## src/rtl/cap_pkg.sv

```systemverilog
package cap_pkg;

    typedef enum logic [1:0] {
        TRG_RISE = 2'd0,
        TRG_FALL = 2'd1,
        TRG_LOW  = 2'd2,
        TRG_HIGH = 2'd3
    } trig_kind_e;

    typedef enum logic [1:0] {
        ST_IDLE,
        ST_PRE,
        ST_POST,
        ST_LOCK
    } cap_state_e;

    // Samples kept ahead of the trigger sample for a given percentage.
    function automatic int unsigned pre_len(input logic [6:0] pct, input int unsigned depth);
        int unsigned p;
        int unsigned n;
        p = (pct > 7'd100) ? 32'd100 : 32'(pct);
        n = (p * depth) / 32'd100;
        if (n > depth - 1) n = depth - 1;
        return n;
    endfunction

endpackage

```

## src/rtl/cap_trig_eval.sv

```systemverilog
module cap_trig_eval
    import cap_pkg::*;
(
    input  logic       clk,
    input  logic       rst,
    input  logic       clear,
    input  logic       smp_en,
    input  logic       trig,
    input  trig_kind_e kind,
    output logic       hit
);
    logic prev_q;
    logic seen_q;

    always_ff @(posedge clk) begin
        if (rst || clear) begin
            prev_q <= 1'b0;
            seen_q <= 1'b0;
        end else if (smp_en) begin
            prev_q <= trig;
            seen_q <= 1'b1;
        end
    end

    logic cond;
    always_comb begin
        unique case (kind)
            TRG_RISE: cond = seen_q && !prev_q && trig;
            TRG_FALL: cond = seen_q && prev_q && !trig;
            TRG_LOW:  cond = !trig;
            default:  cond = trig;
        endcase
    end

    assign hit = smp_en && cond;

endmodule

```

## src/rtl/cap_window.sv

```systemverilog
module cap_window
    import cap_pkg::*;
#(
    parameter int ADDR_W = 4
) (
    input  logic [6:0]        pct,
    input  logic [ADDR_W-1:0] trig_addr,
    output logic [ADDR_W-1:0] post_len,
    output logic [ADDR_W-1:0] start
);
    localparam int unsigned DEPTH = 1 << ADDR_W;

    logic [ADDR_W-1:0] pre;

    assign pre      = ADDR_W'(pre_len(pct, DEPTH));
    assign post_len = ADDR_W'(DEPTH - 1) - pre;
    assign start    = trig_addr - pre;

endmodule

```

## src/rtl/trig_capture.sv

```systemverilog
module trig_capture
    import cap_pkg::*;
#(
    parameter int DATA_W   = 8,
    parameter int ADDR_W   = 4,
    parameter bit RST_HIGH = 1'b1,
    parameter bit EN_HIGH  = 1'b1
) (
    input  logic              clk_i,
    input  logic              rst_i,
    input  logic              en_i,
    input  logic              smp_valid_i,
    input  logic [DATA_W-1:0] smp_data_i,
    input  logic              trig_i,
    input  logic [1:0]        trig_kind_i,
    input  logic [6:0]        pre_pct_i,
    output logic              mem_we_o,
    output logic [ADDR_W-1:0] mem_addr_o,
    output logic [DATA_W-1:0] mem_wdata_o,
    output logic [ADDR_W-1:0] win_start_o,
    output logic              done_o
);
    logic rst_act;
    logic en_act;
    assign rst_act = RST_HIGH ? rst_i : !rst_i;
    assign en_act  = EN_HIGH  ? en_i  : !en_i;

    cap_state_e        state_q;
    logic [ADDR_W-1:0] wptr_q;
    logic [ADDR_W-1:0] remain_q;

    logic recording;
    logic smp_en;
    logic hit;
    logic [ADDR_W-1:0] post_len;
    logic [ADDR_W-1:0] start_addr;

    assign recording = (state_q == ST_PRE) || (state_q == ST_POST);
    assign smp_en    = recording && en_act && smp_valid_i;

    cap_trig_eval u_trig (
        .clk    (clk_i),
        .rst    (rst_act),
        .clear  (state_q == ST_IDLE),
        .smp_en (smp_en && (state_q == ST_PRE)),
        .trig   (trig_i),
        .kind   (trig_kind_e'(trig_kind_i)),
        .hit    (hit)
    );

    cap_window #(.ADDR_W(ADDR_W)) u_win (
        .pct       (pre_pct_i),
        .trig_addr (wptr_q),
        .post_len  (post_len),
        .start     (start_addr)
    );

    always_ff @(posedge clk_i) begin
        if (rst_act) begin
            state_q     <= ST_IDLE;
            wptr_q      <= '0;
            remain_q    <= '0;
            mem_we_o    <= 1'b0;
            mem_addr_o  <= '0;
            mem_wdata_o <= '0;
            win_start_o <= '0;
            done_o      <= 1'b0;
        end else begin
            mem_we_o <= 1'b0;
            done_o   <= 1'b0;
            if (smp_en) begin
                mem_we_o    <= 1'b1;
                mem_addr_o  <= wptr_q;
                mem_wdata_o <= smp_data_i;
                wptr_q      <= wptr_q + 1'b1;
            end
            unique case (state_q)
                ST_IDLE: begin
                    wptr_q <= '0;
                    if (en_act) state_q <= ST_PRE;
                end
                ST_PRE: begin
                    if (!en_act) begin
                        state_q <= ST_IDLE;
                    end else if (hit) begin
                        win_start_o <= start_addr;
                        remain_q    <= post_len;
                        if (post_len == '0) begin
                            state_q <= ST_LOCK;
                            done_o  <= 1'b1;
                        end else begin
                            state_q <= ST_POST;
                        end
                    end
                end
                ST_POST: begin
                    if (!en_act) begin
                        state_q <= ST_IDLE;
                    end else if (smp_en) begin
                        remain_q <= remain_q - 1'b1;
                        if (remain_q == ADDR_W'(1)) begin
                            state_q <= ST_LOCK;
                            done_o  <= 1'b1;
                        end
                    end
                end
                default: begin
                    if (!en_act) state_q <= ST_IDLE;
                end
            endcase
        end
    end

endmodule

```

## config.mk

```make
export PLATFORM = sky130hd
export DESIGN_NAME = trig_capture
export DESIGN_NICKNAME = d
export VERILOG_FILES = /design/src/rtl/cap_pkg.sv /design/src/rtl/cap_trig_eval.sv /design/src/rtl/cap_window.sv /design/src/rtl/trig_capture.sv
export SDC_FILE = /design/constraint.sdc
export NUM_CORES = 1
export LEC_CHECK = 0
export BUFFER_PORTS_ARGS = -buffer_cell sky130_fd_sc_hd__buf_2
export CORE_AREA = 2 2 69 71
export DETAILED_ROUTE_END_ITERATION = 8
export DIE_AREA = 0 0 71 73
export HOLD_SLACK_MARGIN = 0.02
export PLACE_DENSITY = 0.9
export SLEW_MARGIN = 25
export SYNTH_ARGS = -nofsm -noshare
export SYNTH_HDL_FRONTEND = slang
export SYNTH_HIERARCHICAL = 1
export SYNTH_SLANG_ARGS = --single-unit
```

## constraint.sdc

```tcl
create_clock -name clk_i -period 7.09 [get_ports clk_i]
set_input_delay 0.709 -clock clk_i [delete_from_list [all_inputs] [get_ports clk_i]]
set_output_delay 0.709 -clock clk_i [all_outputs]
set_load 0.02 [all_outputs]
```

Yosys cells after proc, flatten, opt, wreduce, memory -nomap -nowiden
Index checks and enable logic that the tools add are counted.
{ "word_totals": {"ff_bits": 30, "inputBits": 22, "wordCells": 76} }
{ "classes": {"n_mux": 25, "add_sub_neg": 4, "n_reduce_logical": 20, "n_eq_ne": 14, "magnitude_cmp": 2, "n_div": 1} }
{ "ops": {"columns": ["operator", "count"], "rows": [
  ["$div A32 B7 Y32 const B", 1],
  ["$gt A32 B4 Y1 const B", 1],
  ["$mux W4", 5],
  ["$mux W2", 7],
  ["$ne A2 B2 Y1 const B", 5],
  ["$reduce_and A5 Y1", 2],
  ["$logic_and A1 B1 Y1", 8],
  ["$mux W1", 8],
  ["$pmux W4 S2", 1],
  ["$gt A7 B7 Y1 const B", 1],
  ["$mux W7", 1],
  ["$ne A3 B3 Y1 const B", 2],
  ["$pmux W2 S3", 1],
  ["$add A4 B1 Y4 const B", 1],
  ["$eq A2 B1 Y1 const B", 2],
  ["$eq A2 B2 Y1 const B", 2],
  ["$eq A4 B1 Y1 const B", 1],
  ["$logic_not A2 Y1", 2],
  ["$logic_not A4 Y1", 1],
  ["$ne A4 B1 Y1 const B", 1],
  ["$sub A4 B1 Y4 const B", 1],
  ["$sub A4 B4 Y4", 1],
  ["$sub A4 B4 Y4 const A", 1],
  ["$ne A3 B2 Y1 const B", 1],
  ["other kinds (7)", 9]
]} }

Logic depth before layout (Yosys ltp)
{ "logic_depth": {"depth_word": 11, "mapped_depth": 30, "depth_no_buf": 28} }

Modules after synthesis
Netlist, hierarchy kept.
{ "by_module_without_submodules": {"columns": ["mod", "n_inst", "cells_per_inst", "area_per_inst_um2"], "rows": [
  ["trig_capture", 1, 147, 1273.7],
  ["cap_window", 1, 152, 1031.0],
  ["cap_trig_eval", 1, 13, 111.4]
]} }

Worst setup path before layout
No wires, ideal clock.
{ "synth_timing": {"path_kind": "in2reg", "startpoint": "in pre_pct_i[3]", "endpoint": "reg win_start_o[3]", "n_path_buf": 3, "arrival_time_ps": 5975, "cell_stages": 27, "path_slack_ps": 987, "path_cell_list": "buf_2 -> o211a_1 -> nor2_1 -> inv_1 -> ha_1 -> buf_2 -> o21a_1 -> ha_1 -> nand3b_1 -> o21ai_0 -> nand2_1 -> o21a_1 -> ha_1 -> o31ai_1 -> a21oi_1 -> o311a_1 -> or2_1 -> buf_6 -> a31o_2 -> nor4b_1 -> ha_1 -> a21o_1 -> a21oi_1 -> xor2_1 -> xnor2_1 -> mux2i_1 -> nor2_1"} }
{ "synth_via": {"elab_chain_len": 6} }
{ "synth_rtl": {"columns": ["item", "line", "source"], "rows": [
  ["from (decl)", "trig_capture.sv:16", "input logic [6:0] pre_pct_i,"],
  ["$gt A7 B7 Y1", "cap_pkg.sv:21", "p = (pct > 7'd100) ? 32'd100 : 32'(pct);"],
  ["$mux W7 (*)", "cap_pkg.sv:21", null],
  ["$div A32 B7 Y32 (*)", "cap_pkg.sv:22", "n = (p * depth) / 32'd100;"],
  ["$gt A32 B4 Y1", "cap_pkg.sv:23", "if (n > depth - 1) n = depth - 1;"],
  ["$mux W4 (*)", "cap_pkg.sv:23", null],
  ["$sub A4 B4 Y4 (*)", "cap_window.sv:17", "assign start = trig_addr - pre;"],
  ["net start_addr[3]", "trig_capture.sv:36", "logic [ADDR_W-1:0] start_addr;"],
  ["to (signal assigned)", "trig_capture.sv:86", "win_start_o <= start_addr;"],
  ["to (decl)", "trig_capture.sv:20", "output logic [ADDR_W-1:0] win_start_o,"]
]} }
Mark *: on every way through the listed nets, which the timed path passes. The rest lies on a longest branch.
A chain may end at the register's enable or synchronous reset.

Worst setup path in the final report
Ends and elaborated chain as after synthesis.

==> flow_metrics.env <==
export IMPL_num_antenna_cells=0
export IMPL_wl_um=5570
export IMPL_worst_pin_slew_ns=1.07
export IMPL_clk_latency_ns=0.28
export IMPL_start_util=0.533
export IMPL_die_x_um=71
export IMPL_vias_per_cell=6.03
export IMPL_hold_viol=0
export IMPL_timing_rr_start="state_q[0]"
export IMPL_start_kind="primary input"
export IMPL_clkTransAtPathRegs_ns=0.06
export IMPL_grt_max_degree=32
export IMPL_cp_end_kind="flip-flop"
export IMPL_fillers=394
export IMPL_cpMaxStageDelayCell="nor4b_1"
export IMPL_min_from="mem_wdata_o[6]"
export IMPL_yosysTopAreaCell="dfxtp_1"
export IMPL_path_buf_inv=2
export IMPL_synthFlopType="dfxtp_1"
export IMPL_hold_depth=2
export IMPL_place_gp_congestion=0.916
export IMPL_required_ns=7.25
export IMPL_syn2layout_area_growth_pct=10.7
export IMPL_max_cap_violations=0
export IMPL_syn_area_um2=2420
export IMPL_pre_cts_slack_ns=0.344
export IMPL_synth_most_common_cell="nand2_1"
export IMPL_ff2ff_setup_slack_ns=4.01
export IMPL_skew_ns=0.00439
export IMPL_rsz0062_at_grt="no"
export IMPL_io_buffers=39
export IMPL_p_per_area_nw_per_um2=177
export IMPL_dp_hpwl_um=4160
export IMPL_synth_edff_count=0
export IMPL_tns_ns=0
export IMPL_maxSlewViolCount=0
export IMPL_clock_sinks=30
export IMPL_ir_drop_mv=0.149
export IMPL_grt_pass1_vias=2151
export IMPL_utilization=0.590
export IMPL_period_minus_slack_ns=6.51
export IMPL_seq_area_um2=601
export IMPL_ys_seq_area_frac=0.249
export IMPL_synth_top_cell_area_share=0.249
export IMPL_critical_path_class="in -> reg"
export IMPL_drc=0
export IMPL_status="finished, final reports clean"
export IMPL_drt_iter0_markers=204
export IMPL_worstRegToRegCells=10
export IMPL_r2r_end="remain_q[0]"
export IMPL_fp_dieH_um=73
export IMPL_detail_route_antenna_nets=0
export IMPL_critPathMaxFanout=9
export IMPL_hold_end="mem_wdata_o[6]"
export IMPL_fmax_ghz=0.154
export IMPL_total_power_w=0.000473
export IMPL_fp_row_count=25
export IMPL_min_path_type="reg -> reg"
export IMPL_clk_path_buf_depth=2
export IMPL_post_synth_cell_area_avg_um2=7.74
export IMPL_ys_ff_latch=30
export IMPL_postCtsSetupBuffers=0
export IMPL_dieArea_um2=5180
export IMPL_first_pass_iters=4
export IMPL_cpMostUsedCell="ha_1"
export IMPL_grt_first_pass_wirelength_um=9380
export IMPL_core_area_um2=4540
export IMPL_crit_path_max_incr_delay_ns=0.72
export IMPL_cts_inserted_buffers=5
export IMPL_synth_common_cells="nand2_1, dfxtp_1, nor2_1"
export IMPL_setup_violations=0
export IMPL_syn_num_nets=350
export IMPL_cts_tree="yes"
export IMPL_ctsResizeCount=0
export IMPL_clockRootBuffer="clkbuf_8"
export IMPL_yosysUniqueCellTypes=74
export IMPL_period_share=0.918
export IMPL_cp_arrival_ns=6.67
export IMPL_async_flop_share=0
export IMPL_grt_use_total=0.222
export IMPL_worst_hold_slack_ns=0.452
export IMPL_synth_warnings=6
export IMPL_relSlewSlack=0.280
export IMPL_multi_input_area_um2=1690
export IMPL_antenna_found_initial=0
export IMPL_worst_slack_ns=0.578
export IMPL_hold_buffers=0
export IMPL_htreeDepth=2
export IMPL_cp_top_family="compound AO/OA/AOI/OAI gates"
export IMPL_synth_cells=312
export IMPL_vias=2386
export IMPL_io_pins=40
export IMPL_p_leak_nw=1.16
export IMPL_synthTopCellsByArea="dfxtp_1, nand2_1, ha_1"
export IMPL_layout_nets=380
export IMPL_wl_per_cell_um=14.1
export IMPL_drive_above_1_share=0.173
export IMPL_gr_total_overflow=0
## layout by cell type (no fill, tap or decap), types with 4 or more instances in the layout
master,synthesis,final
nor3_1,12,12
mux2i_1,8,8
xor2_1,6,6
dfxtp_1,30,30
ha_1,15,15
and3_1,4,4
inv_1,11,11
a21oi_1,20,20
o21ai_0,13,13
o21a_1,7,7
clkbuf_8,0,5
buf_2,6,39
nand2_1,53,53
xnor2_1,4,4
nand2b_1,4,4
nand3_1,8,8
nor2_1,27,27
## layout make-up
cell class | count | area share
multi-input cells | 255 | 0.632
repair buffers | 39 | 0.0730
clock inverters | 2 | 0.00374
well taps | 54 | 0.0253
inverters | 11 | 0.0154
flip-flops and latches | 30 | 0.225
clock buffers | 5 | 0.0257
## routing by layer
layer / share of wire / vias to the layer above / track usage
met2: 0.52 / 68 / 0.397
met5: 0 / - / 0
met3: 0.042 / 8 / 0.0525
met4: 0.0099 / 0 / 0.0629
met1: 0.43 / 1126 / 0.266
li1: - / 1184 / -
## flip-flops by register name, summed over array words and instances (netlist names)
signal and count:
done_o 1, mem_wdata_o 8, wptr_q 4, state_q 2
mem_we_o 1, win_start_o 4, u_trig/seen_q 1, mem_addr_o 4
u_trig/prev_q 1, remain_q 4
## per-stage QoR
stage	std cells	instance area [um2]
final	396	2670
after global routing	396	2670
after CTS	396	2670
after detailed placement	389	2590
after global placement	389	2590
after floorplan	312	2420
## cell families (layout without fill, tap and decap cells)
group / after synthesis / in the layout / synth area share
compound gates: 87 / 87 / 0.265
xor+xnor: 11 / 11 / 0.0430
fa+ha+maj: 17 / 17 / 0.0901
buf+inv: 27 / 57 / 0.0518
flops: 30 / 30 / 0.249
mux: 9 / 9 / 0.0378
simple gates: 131 / 131 / 0.264
## power breakdown
| group | switching (W) | internal (W) |
|---|---|---|
| registers | 0.00000389 | 0.000174 |
| clock network | 0.0000628 | 0.0000656 |
| logic | 0.000102 | 0.0000649 |
## how the worst max path moves through the flow
stage / from / end / cells past startpoint
2_1_floorplan: pre_pct_i[3] / win_start_o[3] / 27
3_3_place_gp: pre_pct_i[3] / win_start_o[3] / 25
3_5_place_dp: pre_pct_i[3] / win_start_o[3] / 25
4_1_cts: pre_pct_i[3] / win_start_o[3] / 25
5_1_grt: pre_pct_i[3] / win_start_o[3] / 23
6_report: pre_pct_i[3] / win_start_o[3] / 25
## worst register-to-register path, stage by stage, from the launching register on
cell      delay [ns]
dfxtp_1         0.37
inv_1           0.10
ha_1            0.33
and3_1          0.62
and2_1          0.30
nand2_1         0.09
o31ai_2         0.25
a21boi_0        0.24
a211oi_4        0.31
o21ai_1         0.12
a221oi_1        0.28
Note: power is estimated with default switching activity, not from simulation.
